$ cat src/rtl/ptmr_pkg.sv
package ptmr_pkg;

  // Control fields of the control/status register, bit 6 down to bit 0.
  // The interrupt flag (bit 7) lives in the flag module.
  typedef struct packed {
    logic       ie;     // bit 6 interrupt enable
    logic       rsv;    // bit 5 reserved, reads zero
    logic       lmode;  // bit 4 snapshot trigger mode
    logic       rsel;   // bit 3 value read select
    logic [1:0] csel;   // bits 2:1 rate select
    logic       run;    // bit 0 run
  } ctl_t;

  // Reference pulses per count tick for a rate code.
  function automatic logic [4:0] div_for_sel(input logic [1:0] sel);
    return 5'd2 << sel;
  endfunction

  // Terminal test: a tick at or below one is an expiry.
  function automatic logic at_terminal(input logic [31:0] cnt);
    return cnt <= 32'd1;
  endfunction

endpackage

$ cat src/rtl/ptmr_prescale.sv
module ptmr_prescale
  import ptmr_pkg::*;
#(
  parameter int PW = 4
) (
  input  logic       clk,
  input  logic       rst_n,
  input  logic       run,
  input  logic       restart,
  input  logic       ref_tick,
  input  logic [1:0] csel,
  output logic       tick
);

  logic [PW-1:0] ph;
  logic [PW:0]   lim;
  logic          wrap;

  assign lim  = (PW+1)'(div_for_sel(csel)) - (PW+1)'(1);
  assign wrap = ({1'b0, ph} >= lim);
  assign tick = run && !restart && ref_tick && wrap;

  always_ff @(posedge clk or negedge rst_n) begin
    if (!rst_n)                ph <= '0;
    else if (!run || restart)  ph <= '0;
    else if (ref_tick)         ph <= wrap ? '0 : ph + PW'(1);
  end

  AST_TICK_NEEDS_REF: assert property (@(posedge clk) disable iff (!rst_n)
    tick |-> (ref_tick && run));

  AST_PHASE_CLEARED: assert property (@(posedge clk) disable iff (!rst_n)
    restart |=> (ph == '0));

endmodule

$ cat src/rtl/ptmr_counter.sv
module ptmr_counter
  import ptmr_pkg::*;
#(
  parameter int CNT_W = 32
) (
  input  logic             clk,
  input  logic             rst_n,
  input  logic             load_wr,
  input  logic [CNT_W-1:0] load_data,
  input  logic             tick,
  output logic [CNT_W-1:0] count,
  output logic [CNT_W-1:0] load_val,
  output logic             expire
);

  assign expire = tick && !load_wr && at_terminal(32'(count));

  always_ff @(posedge clk or negedge rst_n) begin
    if (!rst_n) begin
      count    <= '0;
      load_val <= '0;
    end else if (load_wr) begin
      count    <= load_data;
      load_val <= load_data;
    end else if (tick) begin
      count    <= expire ? load_val : count - CNT_W'(1);
    end
  end

  AST_RELOAD: assert property (@(posedge clk) disable iff (!rst_n)
    expire |=> (count == $past(load_val)));

  AST_DECREMENT: assert property (@(posedge clk) disable iff (!rst_n)
    (tick && !load_wr && count > CNT_W'(1)) |=> (count == $past(count) - CNT_W'(1)));

  AST_HOLD_IDLE: assert property (@(posedge clk) disable iff (!rst_n)
    (!tick && !load_wr) |=> $stable(count));

  AST_RESTART: assert property (@(posedge clk) disable iff (!rst_n)
    load_wr |=> (count == $past(load_data) && load_val == $past(load_data)));

endmodule

$ cat src/rtl/ptmr_irqflag.sv
module ptmr_irqflag (
  input  logic clk,
  input  logic rst_n,
  input  logic expire,
  input  logic force_set,
  input  logic clr,
  input  logic ie,
  output logic flag,
  output logic irq
);

  logic set_evt;

  assign set_evt = expire || force_set;
  assign irq     = flag && ie;

  always_ff @(posedge clk or negedge rst_n) begin
    if (!rst_n)       flag <= 1'b0;
    else if (set_evt) flag <= 1'b1;
    else if (clr)     flag <= 1'b0;
  end

  AST_SET_WINS: assert property (@(posedge clk) disable iff (!rst_n)
    expire |=> flag);

  AST_CLEAR: assert property (@(posedge clk) disable iff (!rst_n)
    (clr && !set_evt) |=> !flag);

  AST_RISE_CAUSE: assert property (@(posedge clk) disable iff (!rst_n)
    $rose(flag) |-> $past(set_evt));

endmodule

$ cat src/rtl/ptmr_top.sv
module ptmr_top
  import ptmr_pkg::*;
#(
  parameter int CNT_W      = 32,
  parameter int ADDR_W     = 5,
  parameter int PW         = 4,
  parameter int OFS_CSR    = 0,
  parameter int OFS_VAL    = 4,
  parameter int OFS_ICLR   = 8,
  parameter int OFS_OWN    = 12,
  parameter int OFS_SHARED = 16
) (
  input  logic              clk,
  input  logic              rst_n,
  input  logic              ref_tick,
  input  logic              bus_wr,
  input  logic              bus_rd,
  input  logic [ADDR_W-1:0] bus_addr,
  input  logic [CNT_W-1:0]  bus_wdata,
  output logic [CNT_W-1:0]  bus_rdata,
  output logic              irq
);

  localparam int CTL_W = $bits(ctl_t);

  ctl_t             ctl_q;
  logic             hit_csr, hit_val, hit_iclr, hit_own, hit_shared;
  logic             wr_csr, wr_val, wr_iclr;
  logic             lat_evt, tick, expire, flag, force_set, clr;
  logic [CNT_W-1:0] count, load_val, hold_q;

  assign hit_csr    = (bus_addr == ADDR_W'(OFS_CSR));
  assign hit_val    = (bus_addr == ADDR_W'(OFS_VAL));
  assign hit_iclr   = (bus_addr == ADDR_W'(OFS_ICLR));
  assign hit_own    = (bus_addr == ADDR_W'(OFS_OWN));
  assign hit_shared = (bus_addr == ADDR_W'(OFS_SHARED));

  assign wr_csr  = bus_wr && hit_csr;
  assign wr_val  = bus_wr && hit_val;
  assign wr_iclr = bus_wr && hit_iclr;

  assign force_set = wr_csr && bus_wdata[CTL_W];
  assign clr       = wr_iclr || (wr_csr && !bus_wdata[CTL_W]);
  assign lat_evt   = bus_rd && (ctl_q.lmode ? hit_shared : hit_own);

  always_ff @(posedge clk or negedge rst_n) begin
    if (!rst_n) begin
      ctl_q <= '0;
    end else if (wr_csr) begin
      ctl_q     <= ctl_t'(bus_wdata[CTL_W-1:0]);
      ctl_q.rsv <= 1'b0;
    end
  end

  always_ff @(posedge clk or negedge rst_n) begin
    if (!rst_n)       hold_q <= '0;
    else if (lat_evt) hold_q <= count;
  end

  ptmr_prescale #(.PW(PW)) u_pre (
    .clk      (clk),
    .rst_n    (rst_n),
    .run      (ctl_q.run),
    .restart  (wr_val),
    .ref_tick (ref_tick),
    .csel     (ctl_q.csel),
    .tick     (tick)
  );

  ptmr_counter #(.CNT_W(CNT_W)) u_cnt (
    .clk       (clk),
    .rst_n     (rst_n),
    .load_wr   (wr_val),
    .load_data (bus_wdata),
    .tick      (tick),
    .count     (count),
    .load_val  (load_val),
    .expire    (expire)
  );

  ptmr_irqflag u_flag (
    .clk       (clk),
    .rst_n     (rst_n),
    .expire    (expire),
    .force_set (force_set),
    .clr       (clr),
    .ie        (ctl_q.ie),
    .flag      (flag),
    .irq       (irq)
  );

  always_comb begin
    bus_rdata = '0;
    if (bus_rd) begin
      if (hit_csr)      bus_rdata = CNT_W'({flag, ctl_q});
      else if (hit_val) bus_rdata = ctl_q.rsel ? load_val : hold_q;
    end
  end

  AST_LATCH_CAPTURE: assert property (@(posedge clk) disable iff (!rst_n)
    lat_evt |=> (hold_q == $past(count)));

  AST_HOLD_STABLE: assert property (@(posedge clk) disable iff (!rst_n)
    !lat_evt |=> $stable(hold_q));

endmodule

$ cat config.mk
export PLATFORM = sky130hd
export DESIGN_NAME = ptmr_top
export DESIGN_NICKNAME = d
export VERILOG_FILES = /design/src/rtl/ptmr_pkg.sv /design/src/rtl/ptmr_prescale.sv /design/src/rtl/ptmr_counter.sv /design/src/rtl/ptmr_irqflag.sv /design/src/rtl/ptmr_top.sv
export SDC_FILE = /design/constraint.sdc
export NUM_CORES = 1
export LEC_CHECK = 0
export BUFFER_PORTS_ARGS = -buffer_cell sky130_fd_sc_hd__buf_2
export CAP_MARGIN = 30
export CORE_MARGIN = 10
export CORE_UTILIZATION = 58
export CTS_BUF_LIST = sky130_fd_sc_hd__clkbuf_16
export DETAILED_ROUTE_END_ITERATION = 7
export GPL_TIMING_DRIVEN = 0
export HOLD_SLACK_MARGIN = 0.1
export PLACE_DENSITY_LB_ADDON = 0.2
export SLEW_MARGIN = 30
export SYNTH_ARGS = -nofsm -noshare
export SYNTH_HDL_FRONTEND = slang
export SYNTH_HIERARCHICAL = 1
export SYNTH_SLANG_ARGS = --single-unit
$ cat constraint.sdc
create_clock -name clk -period 3.5 [get_ports clk]
set_input_delay 0.7 -clock clk [delete_from_list [all_inputs] [get_ports clk]]
set_output_delay 0.7 -clock clk [all_outputs]
set_load 0.05 [all_outputs]
==> results of run 1 <==
-- metrics by stage --
step           TNS [ns]  instances  power, mW  worst slack [ns]  hold slack [ns]
6_report              0        808       3.85             0.120            0.245
5_1_grt               0        808       4.08            0.0379            0.270
4_1_cts               0        805       3.84            0.0205            0.262
3_5_place_dp     -11.74        789       2.87            -0.555            0.480
3_3_place_gp     -10.18        788       2.80            -0.481            0.473
2_1_floorplan         0        582       2.55             0.257            0.404
-- where the power goes --
part	switching (mW)	internal (mW)	total [mW]
clock	0.475	0.488	0.963
combinational	0.596	0.503	1.10
sequential	0.289	1.50	1.79
total	1.36	2.50	3.85
-- worst max-delay path, cell delays in order --
cell and delay [ns]:
buf_2 0.13, nor2b_1 0.14, and3_1 0.29, nor2b_2 0.24
and3_4 0.28, nand2b_2 0.12, or4_4 0.55, nor3_2 0.29
buf_2 0.33, nor2_1 0.09, o311ai_0 0.43
-- Yosys cell counts (3+ instances only) --
| cell | count |
|---|---|
| buf_1 | 3 |
| a31oi_1 | 6 |
| o2bb2ai_1 | 6 |
| buf_6 | 6 |
| o31ai_2 | 3 |
| mux2i_1 | 33 |
| mux2_2 | 57 |
| nand4_1 | 7 |
| o311ai_0 | 8 |
| nand2b_1 | 3 |
| nor3_1 | 18 |
| clkbuf_1 | 19 |
| and3_1 | 5 |
| nor2b_1 | 5 |
| o21ai_0 | 49 |
| nor2_1 | 67 |
| ha_1 | 6 |
| buf_2 | 7 |
| nand2_1 | 28 |
| a22oi_1 | 13 |
| a21oi_1 | 11 |
| dfrtp_1 | 107 |
| nor4_1 | 11 |
| a22o_1 | 5 |
| o21a_1 | 4 |
| xnor2_1 | 15 |
| nand3_1 | 7 |
| inv_1 | 23 |
| o31a_1 | 4 |
| a211oi_1 | 3 |
| or3_1 | 4 |
-- layer usage --
metal | wire, um | up-vias
met2 | 7920 | 242
met4 | 318 | 0
met1 | 6700 | 2482
met5 | 0 | -
met3 | 1410 | 38
li1 | - | 2304
-- cell families (layout without fill, tap and decap cells) --
| family | count (synthesis) | count (layout) |
|---|---|---|
| AND/OR/NAND/NOR | 174 | 174 |
| buffers and inverters | 58 | 151 |
| flip-flops | 107 | 107 |
| adder cells (fa/ha/maj) | 6 | 6 |
| AO/OA/AOI/OAI | 129 | 129 |
| multiplexers | 92 | 92 |
| XOR/XNOR | 16 | 16 |
-- flip-flops by register name, summed over array words and instances, names as in the netlist --
register,flops
hold_q,32
u_cnt/count,32
u_cnt/load_val,32
ctl_q,6
u_pre/ph,4
u_flag/flag,1
-- final cells by class --
class,instances,area (sq um),area share
buffer,35,186,0.0273
inverter,23,86.3,0.0126
timing repair buffer,77,422,0.0617
clock buffer,9,225,0.0329
clock inverter,7,53.8,0.00787
multi-input combinational,417,3020,0.442
tap,133,166,0.0243
sequential,107,2680,0.392
-- timing repair --
action / CTS / global route
setup endpoints to repair: 23 / 28
hold buffers: 0 / 0
buffers inserted: 0 / 3
pin swaps: 0 / 1
gates resized for setup: 3 / 6
-- path summary, 6_finish.rpt --
kind | startpoint | to | slack [ns]
max | bus_addr[2] | u_cnt/count[14] | 0.12
min | rst_n | u_pre/ph[0] | 0.25
max reg2reg | ctl_q[2] | u_cnt/count[14] | 0.12
min reg2reg | hold_q[20] | hold_q[20] | 0.49
max in group asynchronous | rst_n | u_cnt/count[13] | 2.58
min in group clk | hold_q[20] | hold_q[20] | 0.49
==> flow_metrics.py, run 1 <==
metrics = {
    "synthesis": {
        "synthArstFlopShare": 1.00,
        "netlist.area_leader.share": 0.450,
        "synthXorXnorAreaFrac": 0.0236,
        "fraction_of_the_yosys_area_taken_by_sequential_cells": 0.450,
        "synth_simple_gate_area_share": 0.150,
        "synth_edf_count": 0,
        "syn-num-nets": 630,
        "synthDominantAreaCellType": "dfrtp_1",
        "syn-cell-area_sq_mm": 0.00595,
        "ys_seq_elements": 107,
        "yosys_warnings": 6,
        "postSynthCellCount": 582,
        "post_synth_fa_ha_maj_area_fraction": 0.0126,
        "post_synth_num_cell_types": 63,
        "ys.flop_type": "dfrtp_1",
        "dominant_combinational_cell_family_by_area_after_synthesis": "multiplexers",
        "synthMuxAreaShare": 0.167,
        "synth_compound_area_frac": 0.151,
        "avgSynthCellArea_sq_um": 10.2,
        "synthTopCellsByArea": "dfrtp_1, mux2_2, mux2i_1",
    },
    "power": {
        "irDropWorstVdd_mv": 0.289,
        "power.density_mw_per_mm2": 564,
        "cellLeakagePower_nw": 3.09,
    },
    "sta": {
        "drv_slew": 0,
        "hold_violations": 0,
        "min_period_over_period": 0.966,
        "finalCriticalPeriod_ns": 3.38,
        "grt_setup_unrepaired": "false",
        "final.setup_skew_ns": 0.00750,
        "worst_slew_pin_slew_ns": 0.842,
        "max-slew-margin-rel": 0.434,
        "setup_viol_count_final": 0,
        "max_clk_rate_ghz": 0.296,
    },
    "cts": {
        "h-tree-depth": 3,
        "cts_buffers": 9,
        "clk_transition_reported_paths_ns": 0.07,
        "cts_max_path_buffers": 2,
        "clock-root-buffer": "clkbuf_16",
        "clock_insertion_delay_at_the_later_pin_of_the_skew_report_ns": 0.35,
        "cts_tree": "done",
        "numClockSinks": 107,
    },
    "floorplan": {
        "die_width_um": 121,
        "std_cell_rows": 36,
        "die_y_um": 121,
        "io_pins": 75,
        "die_area_sq_mm": 0.0147,
        "core-area_sq_mm": 0.00986,
        "start_util": 0.603,
    },
    "final_layout": {
        "mostFrequentLayoutCells": "dfrtp_1, buf_2, nor2_1",
        "area.growth.synth_to_final_pct": 15.0,
        "insertedDiodeCount": 0,
        "post-route-util": 0.693,
        "finish.net_count": 718,
        "layout.cells.most_common": "dfrtp_1",
        "area_of_all_placed_cells_without_fillers_sq_mm": 0.00684,
        "n_fill_cell": 741,
        "final_layout_size_suffix_gt1_frac": 0.276,
    },
    "drt": {
        "drt.antenna.violating_nets": 0,
        "drcViolationCount": 0,
        "routed-via-count": 5066,
        "routed_wire_length_per_instance_um": 20.2,
        "drt_first_pass_iters": 5,
        "post_drt_via_cell_ratio": 6.27,
        "drt_iter0_markers": 529,
        "drt-total-wl_um": 16400,
    },
    "global_route": {
        "globalRouteMet2Util": 0.373,
        "grt_max_degree": 71,
        "grt.met3_usage": 0.0456,
        "grt_pass1_vias": 5115,
        "track_usage": 0.220,
        "globalRouteOverflowTotal": 0,
        "grt_first_pass_wirelength_um": 26300,
        "antenna_violations_before_repair": 0,
        "grt_most_used_layer": "met2",
        "groute.layer.met1.usage": 0.275,
    },
    "setup_path": {
        "cp-end-kind": "register",
        "critical_path.max_fanout": 10,
        "timing_worst_setup_path_type": "in -> reg",
        "worst_setup_path_start_kind": "primary input",
        "r2r_cells": 11,
        "crit_arrival_ns": 3.58,
        "critPathRequiredTime_ns": 3.70,
    },
    "placed_design": {
        "placedInstanceArea_sq_mm": 0.00651,
        "place_congestion": 0.921,
        "detailed_place_hpwl_um": 11500,
        "port-buffer-count": 73,
    },
    "run": {
        "max_cap_viol_count": 0,
    },
    "worst_hold_path": {
        "worst_hold_path_type": "in -> async",
    },
    "run_status": {
        "result_of_the_run": "finished clean",
    },
}
Note: power is estimated with default switching activity, not from simulation.
==> run 2: changes to the inputs <==
- RECOVER_POWER: unset -> 25
- TNS_END_PERCENT: unset -> 50
==> run 2 against run 1 <==
The flow now finishes with violations (max-capacitance violations, max-slew violations). Critical path depth grew 1. First-iteration DRC count shrank 9.6%. Via count down 0.34%. Total power about the same. Register-to-register slack better by 0.07 ns. Clock power up 0.4%. Largest cell class unchanged. Highest routed layer unchanged.
==> flow_metrics.py, run 2 (synthesis gave the netlist of run 1 again) <==
metrics = {
    "global_route": {
        "grt_first_pass_wirelength_um": 26300,
        "grt_pass1_vias": 5115,
        "antenna_violations_before_repair": 0,
        "grt_max_degree": 71,
        "globalRouteOverflowTotal": 0,
        "track_usage": 0.220,
    },
    "sta": {
        "drv_slew": 39,
        "max_clk_rate_ghz": 0.302,
        "worst_slew_pin_slew_ns": 2.05,
        "hold_violations": 0,
        "setup_viol_count_final": 0,
        "whs_ns": 0.496,
        "final.setup.tns_ns": 0,
        "grt_setup_unrepaired": "false",
        "finalCriticalPeriod_ns": 3.31,
        "min_period_over_period": 0.947,
        "final.setup_skew_ns": 0.00789,
        "max-slew-margin-rel": -0.364,
    },
    "final_layout": {
        "final_layout_size_suffix_gt1_frac": 0.274,
        "final_cell_count_without_fillers": 808,
        "insertedDiodeCount": 0,
        "finish.net_count": 718,
        "area.growth.synth_to_final_pct": 14.5,
        "n_fill_cell": 743,
        "largest_registers": "hold_q: 32 flops, u_cnt/count: 32 flops, u_cnt/load_val: 32 flops",
        "mostFrequentLayoutCells": "dfrtp_1, buf_2, nor2_1",
        "layout.cells.most_common": "dfrtp_1",
    },
    "cts": {
        "clk_transition_reported_paths_ns": 0.08,
        "clock_insertion_delay_at_the_later_pin_of_the_skew_report_ns": 0.35,
        "cts_max_path_buffers": 2,
        "cts_tree": "done",
        "numClockSinks": 107,
        "clock-root-buffer": "clkbuf_16",
        "h-tree-depth": 3,
        "cts_buffers": 9,
    },
    "drt": {
        "drt.antenna.violating_nets": 0,
        "drt-total-wl_um": 16300,
        "routed_wire_length_per_instance_um": 20.1,
        "drt_first_pass_iters": 5,
        "drt_iter0_markers": 478,
        "drcViolationCount": 0,
        "post_drt_via_cell_ratio": 6.25,
        "routed-via-count": 5049,
    },
    "power": {
        "power.density_mw_per_mm2": 566,
        "irDropWorstVdd_mv": 0.290,
        "fin_total_pwr_mw": 3.85,
        "cellLeakagePower_nw": 3.08,
    },
    "floorplan": {
        "die_width_um": 121,
        "io_pins": 75,
        "die_area_sq_mm": 0.0147,
        "die_y_um": 121,
        "core-area_sq_mm": 0.00986,
        "std_cell_rows": 36,
        "start_util": 0.603,
    },
    "run": {
        "max_cap_viol_count": 1,
    },
    "placed_design": {
        "post_placement_cell_count": 789,
        "port-buffer-count": 73,
        "place_congestion": 0.921,
        "detailed_place_hpwl_um": 11500,
    },
    "setup_path": {
        "regToRegStartpoint": "ctl_q[2]",
        "critical_path.max_fanout": 10,
        "crit_arrival_ns": 3.53,
        "cp-end-kind": "register",
        "timing_worst_setup_path_type": "in -> reg",
        "critPathRequiredTime_ns": 3.72,
        "worst_setup_path_start_kind": "primary input",
        "crit_path_start": "bus_addr[2]",
    },
    "worst_hold_path": {
        "worst_hold_path_type": "reg -> reg",
        "worst_hold_start": "hold_q[20]",
    },
    "run_status": {
        "result_of_the_run": "complete, but fails checks",
        "violations": "max-capacitance violations, max-slew violations",
    },
}
## run 2: cell types whose count changed in the layout (fill, tap and decap cells not counted), sizes merged
cell | previous run | this run
buf | 93 | 91
clkbuf | 28 | 30
## run 2: power by group
part,switching (mW),internal (mW),total (mW)
clock network,0.479,0.488,0.967
logic,0.595,0.499,1.09
registers,0.288,1.50,1.79
## run 2: through the flow
| stage | utilization | instance area, sq um | setup WS [ns] |
|---|---|---|---|
| 4_1_cts | 0.690 | 6800 | 0.0205 |
| 3_3_place_gp | 0.657 | 6480 | -0.481 |
| 3_5_place_dp | 0.660 | 6510 | -0.555 |
| 5_1_grt | 0.690 | 6810 | 0.0379 |
| 6_report | 0.690 | 6810 | 0.186 |
| 2_1_floorplan | - | 5950 | 0.257 |
## run 2: path summary, 6_finish.rpt
| kind | to | slack, ns | cells past startpoint |
|---|---|---|---|
| setup / recovery | u_cnt/count[27] | 0.19 | 12 |
| hold / removal | hold_q[20] | 0.50 | 1 |
| setup reg to reg | u_cnt/count[27] | 0.19 | 12 |
| hold reg to reg | hold_q[20] | 0.50 | 1 |
| max in group asynchronous | u_cnt/count[13] | 0.58 | 2 |
| min in group asynchronous | u_pre/ph[0] | 0.93 | 1 |
## run 2: layout make-up
cell class / instances / area, sq um / area share
multi-input cells: 417 / 3020 / 0.444
flip-flops and latches: 107 / 2680 / 0.393
repair buffers: 77 / 394 / 0.0579
clock buffers: 9 / 225 / 0.0331
plain buffers: 35 / 186 / 0.0274
well taps: 133 / 166 / 0.0244
inverters: 23 / 86.3 / 0.0127
clock inverters: 7 / 53.8 / 0.00790
## run 2: metal layers
| layer | global-route usage | routed length (um) |
|---|---|---|
| met5 | 0 | 0 |
| met4 | 0.0663 | 344 |
| met3 | 0.0456 | 1370 |
| met2 | 0.373 | 7880 |
| met1 | 0.275 | 6680 |
## run 2: what timing repair did
item | CTS | global route
endpoints found under the setup margin | 23 | 28
pin swaps | 0 | 1
endpoints found under the hold margin | 0 | 0
buffers inserted | 0 | 3
resized for setup | 3 | 6
gates cloned | 0 | 0
hold buffers | 0 | 0
## run 2: critical path: stages
cell and delay [ns]:
buf_2 0.13, nor2b_1 0.14, and3_1 0.28, nor2b_2 0.24, and3_4 0.28, nand2b_2 0.12
or4_4 0.54, or4_4 0.50, buf_6 0.17, buf_6 0.15, nand2_2 0.13, o21ai_0 0.13
==> run 3: changes to the inputs <==
- ABC_AREA: unset -> 1
- CORE_UTILIZATION: 58 -> 59
==> run 3 against run 2 <==
The run still ends with max-capacitance violations, max-slew violations left. Worst setup slack better by 0.41 ns. Cell count is 40% higher. Die area increased by 5.6%. Largest power group unchanged.
==> flow_metrics.py, run 3 <==
metrics = {
    "final_layout": {
        "mostFrequentLayoutCells": "nand2_1, dfrtp_1, buf_2",
        "finish.net_count": 1036,
        "area.growth.synth_to_final_pct": 13.6,
        "largest_registers": "hold_q: 32 flops, u_cnt/count: 32 flops, u_cnt/load_val: 32 flops",
        "regArea_sq_mm": 0.00268,
        "n_fill_cell": 958,
        "insertedDiodeCount": 0,
        "final_layout_size_suffix_gt1_frac": 0.154,
        "multiInputGateArea_sq_mm": 0.00332,
        "layout.cells.most_common": "nand2_1",
    },
    "cts": {
        "cts_repair_resize_count": 0,
        "cts_tree": "done",
        "cts_max_path_buffers": 2,
        "clk_transition_reported_paths_ns": 0.07,
        "cts_hold_repair.buffers": 0,
        "numClockSinks": 107,
        "clock_insertion_delay_at_the_later_pin_of_the_skew_report_ns": 0.35,
        "cts_buffers": 9,
        "clock-root-buffer": "clkbuf_16",
        "h-tree-depth": 3,
        "cts.repair_timing.setup_buffer_count": 0,
    },
    "global_route": {
        "grt_first_pass_wirelength_um": 32200,
        "groute.layer.met1.usage": 0.331,
        "antenna_violations_before_repair": 0,
        "grt.met3_usage": 0.0574,
        "globalRouteMet2Util": 0.392,
        "grt_max_degree": 62,
        "track_usage": 0.250,
        "grt_most_used_layer": "met2",
        "globalRouteOverflowTotal": 0,
        "grt_pass1_vias": 6183,
    },
    "synthesis": {
        "avgSynthCellArea_sq_um": 7.15,
        "yosys-top-cells-count": "nand2_1, dfrtp_1, nor2_1, inv_1, nand4_1",
        "yosys.cell_count.top_type": "nand2_1",
        "netlist.area_leader.share": 0.415,
        "fraction_of_the_yosys_area_taken_by_sequential_cells": 0.415,
        "synthTopCellsByArea": "dfrtp_1, nand2_1, nor2_1",
        "synthArstFlopShare": 1.00,
        "syn-cell-area_sq_mm": 0.00645,
        "synth_edf_count": 0,
        "ys_seq_elements": 107,
        "postSynthCellCount": 903,
        "post_synth_num_cell_types": 31,
        "synthDominantAreaCellType": "dfrtp_1",
        "ys.flop_type": "dfrtp_1",
        "syn-num-nets": 951,
        "yosys_warnings": 6,
    },
    "sta": {
        "max_clk_rate_ghz": 0.344,
        "drv_slew": 47,
        "hold_violations": 0,
        "setup_ws_ns": 0.596,
        "grt_setup_unrepaired": "false",
        "max-slew-margin-rel": -0.776,
        "final.setup_skew_ns": 0.00873,
        "min_period_over_period": 0.830,
        "finalCriticalPeriod_ns": 2.90,
        "worst_slew_pin_slew_ns": 2.66,
        "final.setup.tns_ns": 0,
        "setup_viol_count_final": 0,
    },
    "power": {
        "power.density_mw_per_mm2": 577,
        "cellLeakagePower_nw": 3.92,
        "irDropWorstVdd_mv": 0.411,
        "fin_total_pwr_mw": 4.23,
    },
    "worst_hold_path": {
        "worst_hold_path_type": "reg -> reg",
    },
    "setup_path": {
        "critical_path.max_fanout": 10,
        "worst_setup_path_start_kind": "primary input",
        "cp-end-kind": "register",
        "timing_worst_setup_path_type": "in -> reg",
        "critPathRequiredTime_ns": 3.78,
        "crit_arrival_ns": 3.19,
    },
    "drt": {
        "routed_wire_length_per_instance_um": 17.5,
        "drt-total-wl_um": 19900,
        "drt_iter0_markers": 712,
        "drcViolationCount": 0,
        "drt.antenna.violating_nets": 0,
        "post_drt_via_cell_ratio": 5.64,
        "routed-via-count": 6394,
        "drt_first_pass_iters": 6,
    },
    "placed_design": {
        "detailed_place_hpwl_um": 14300,
        "dp_slack_ns": 0.321,
        "port-buffer-count": 73,
        "place_congestion": 1.00,
    },
    "floorplan": {
        "std_cell_rows": 38,
        "start_util": 0.598,
        "die_width_um": 125,
        "die_y_um": 125,
        "die_area_sq_mm": 0.0155,
        "core-area_sq_mm": 0.0108,
        "io_pins": 75,
    },
    "run_status": {
        "result_of_the_run": "complete, but fails checks",
        "violations": "max-capacitance violations, max-slew violations",
    },
    "run": {
        "max_cap_viol_count": 1,
    },
}
## run 3: cell count changes after synthesis, moves of 20 or more
cell	before	now
a21boi_0	0	20
mux2i_1	33	0
mux2_2	57	0
nand3_1	7	37
a21oi_1	11	36
nand4_1	7	42
inv_1	23	57
nand2_1	28	361
## run 3: metrics by stage
stage	instance area, sq um	std cells	utilization	hold WS (ns)
2_1_floorplan	6450	903	-	0.404
3_3_place_gp	6990	1116	0.648	0.454
3_5_place_dp	7030	1117	0.651	0.459
4_1_cts	7340	1133	0.680	0.295
5_1_grt	7330	1133	0.679	0.501
6_report	7330	1133	0.679	0.473
## run 3: kinds of logic after synthesis
kind of cell / Yosys count / share of synthesized area
AO/OA/AOI/OAI: 113 / 0.107
buffers and inverters: 102 / 0.0702
AND/OR/NAND/NOR: 559 / 0.374
XOR/XNOR: 16 / 0.0217
flip-flops: 107 / 0.415
adder cells (fa/ha/maj): 6 / 0.0116
## run 3: worst paths after layout
path	startpoint	to	slack, ns	cells past startpoint
setup / recovery	bus_addr[1]	u_cnt/count[29]	0.60	12
hold / removal	hold_q[23]	hold_q[23]	0.47	2
setup reg to reg	u_pre/ph[2]	u_cnt/count[29]	0.69	10
hold reg to reg	hold_q[23]	hold_q[23]	0.47	2
max in group asynchronous	rst_n	hold_q[14]	0.80	1
min in group asynchronous	rst_n	u_pre/ph[0]	1.19	1
## run 3: power by group
group	total [mW]	internal (mW)	switching, mW
Combinational	1.28	0.444	0.836
Sequential	1.88	1.54	0.335
Clock	1.07	0.619	0.456
Total	4.23	2.60	1.63
## run 3: final cells by class
cell class                 count  share of cell area
tap                          140              0.0239
buffer                        41              0.0306
clock buffer                   9              0.0307
clock inverter                 7              0.0114
timing repair buffer          74              0.0534
multi-input combinational    694               0.453
sequential                   107               0.365
inverter                      61              0.0312
## run 3: layer usage
layer,routed length (um),up-vias
li1,-,3076
met2,9100,263
met3,1670,37
met1,8540,3018
met5,0,-
met4,552,0
## run 3: worst max-delay path, stage by stage
cell,delay [ns]
buf_2,0.10
nor2_1,0.25
nand3_1,0.14
nor2_1,0.19
inv_1,0.10
nand3_2,0.13
nor2_1,0.10
nor2_1,0.18
clkbuf_1,0.52
clkbuf_1,0.48
a21boi_0,0.19
nand2_1,0.10
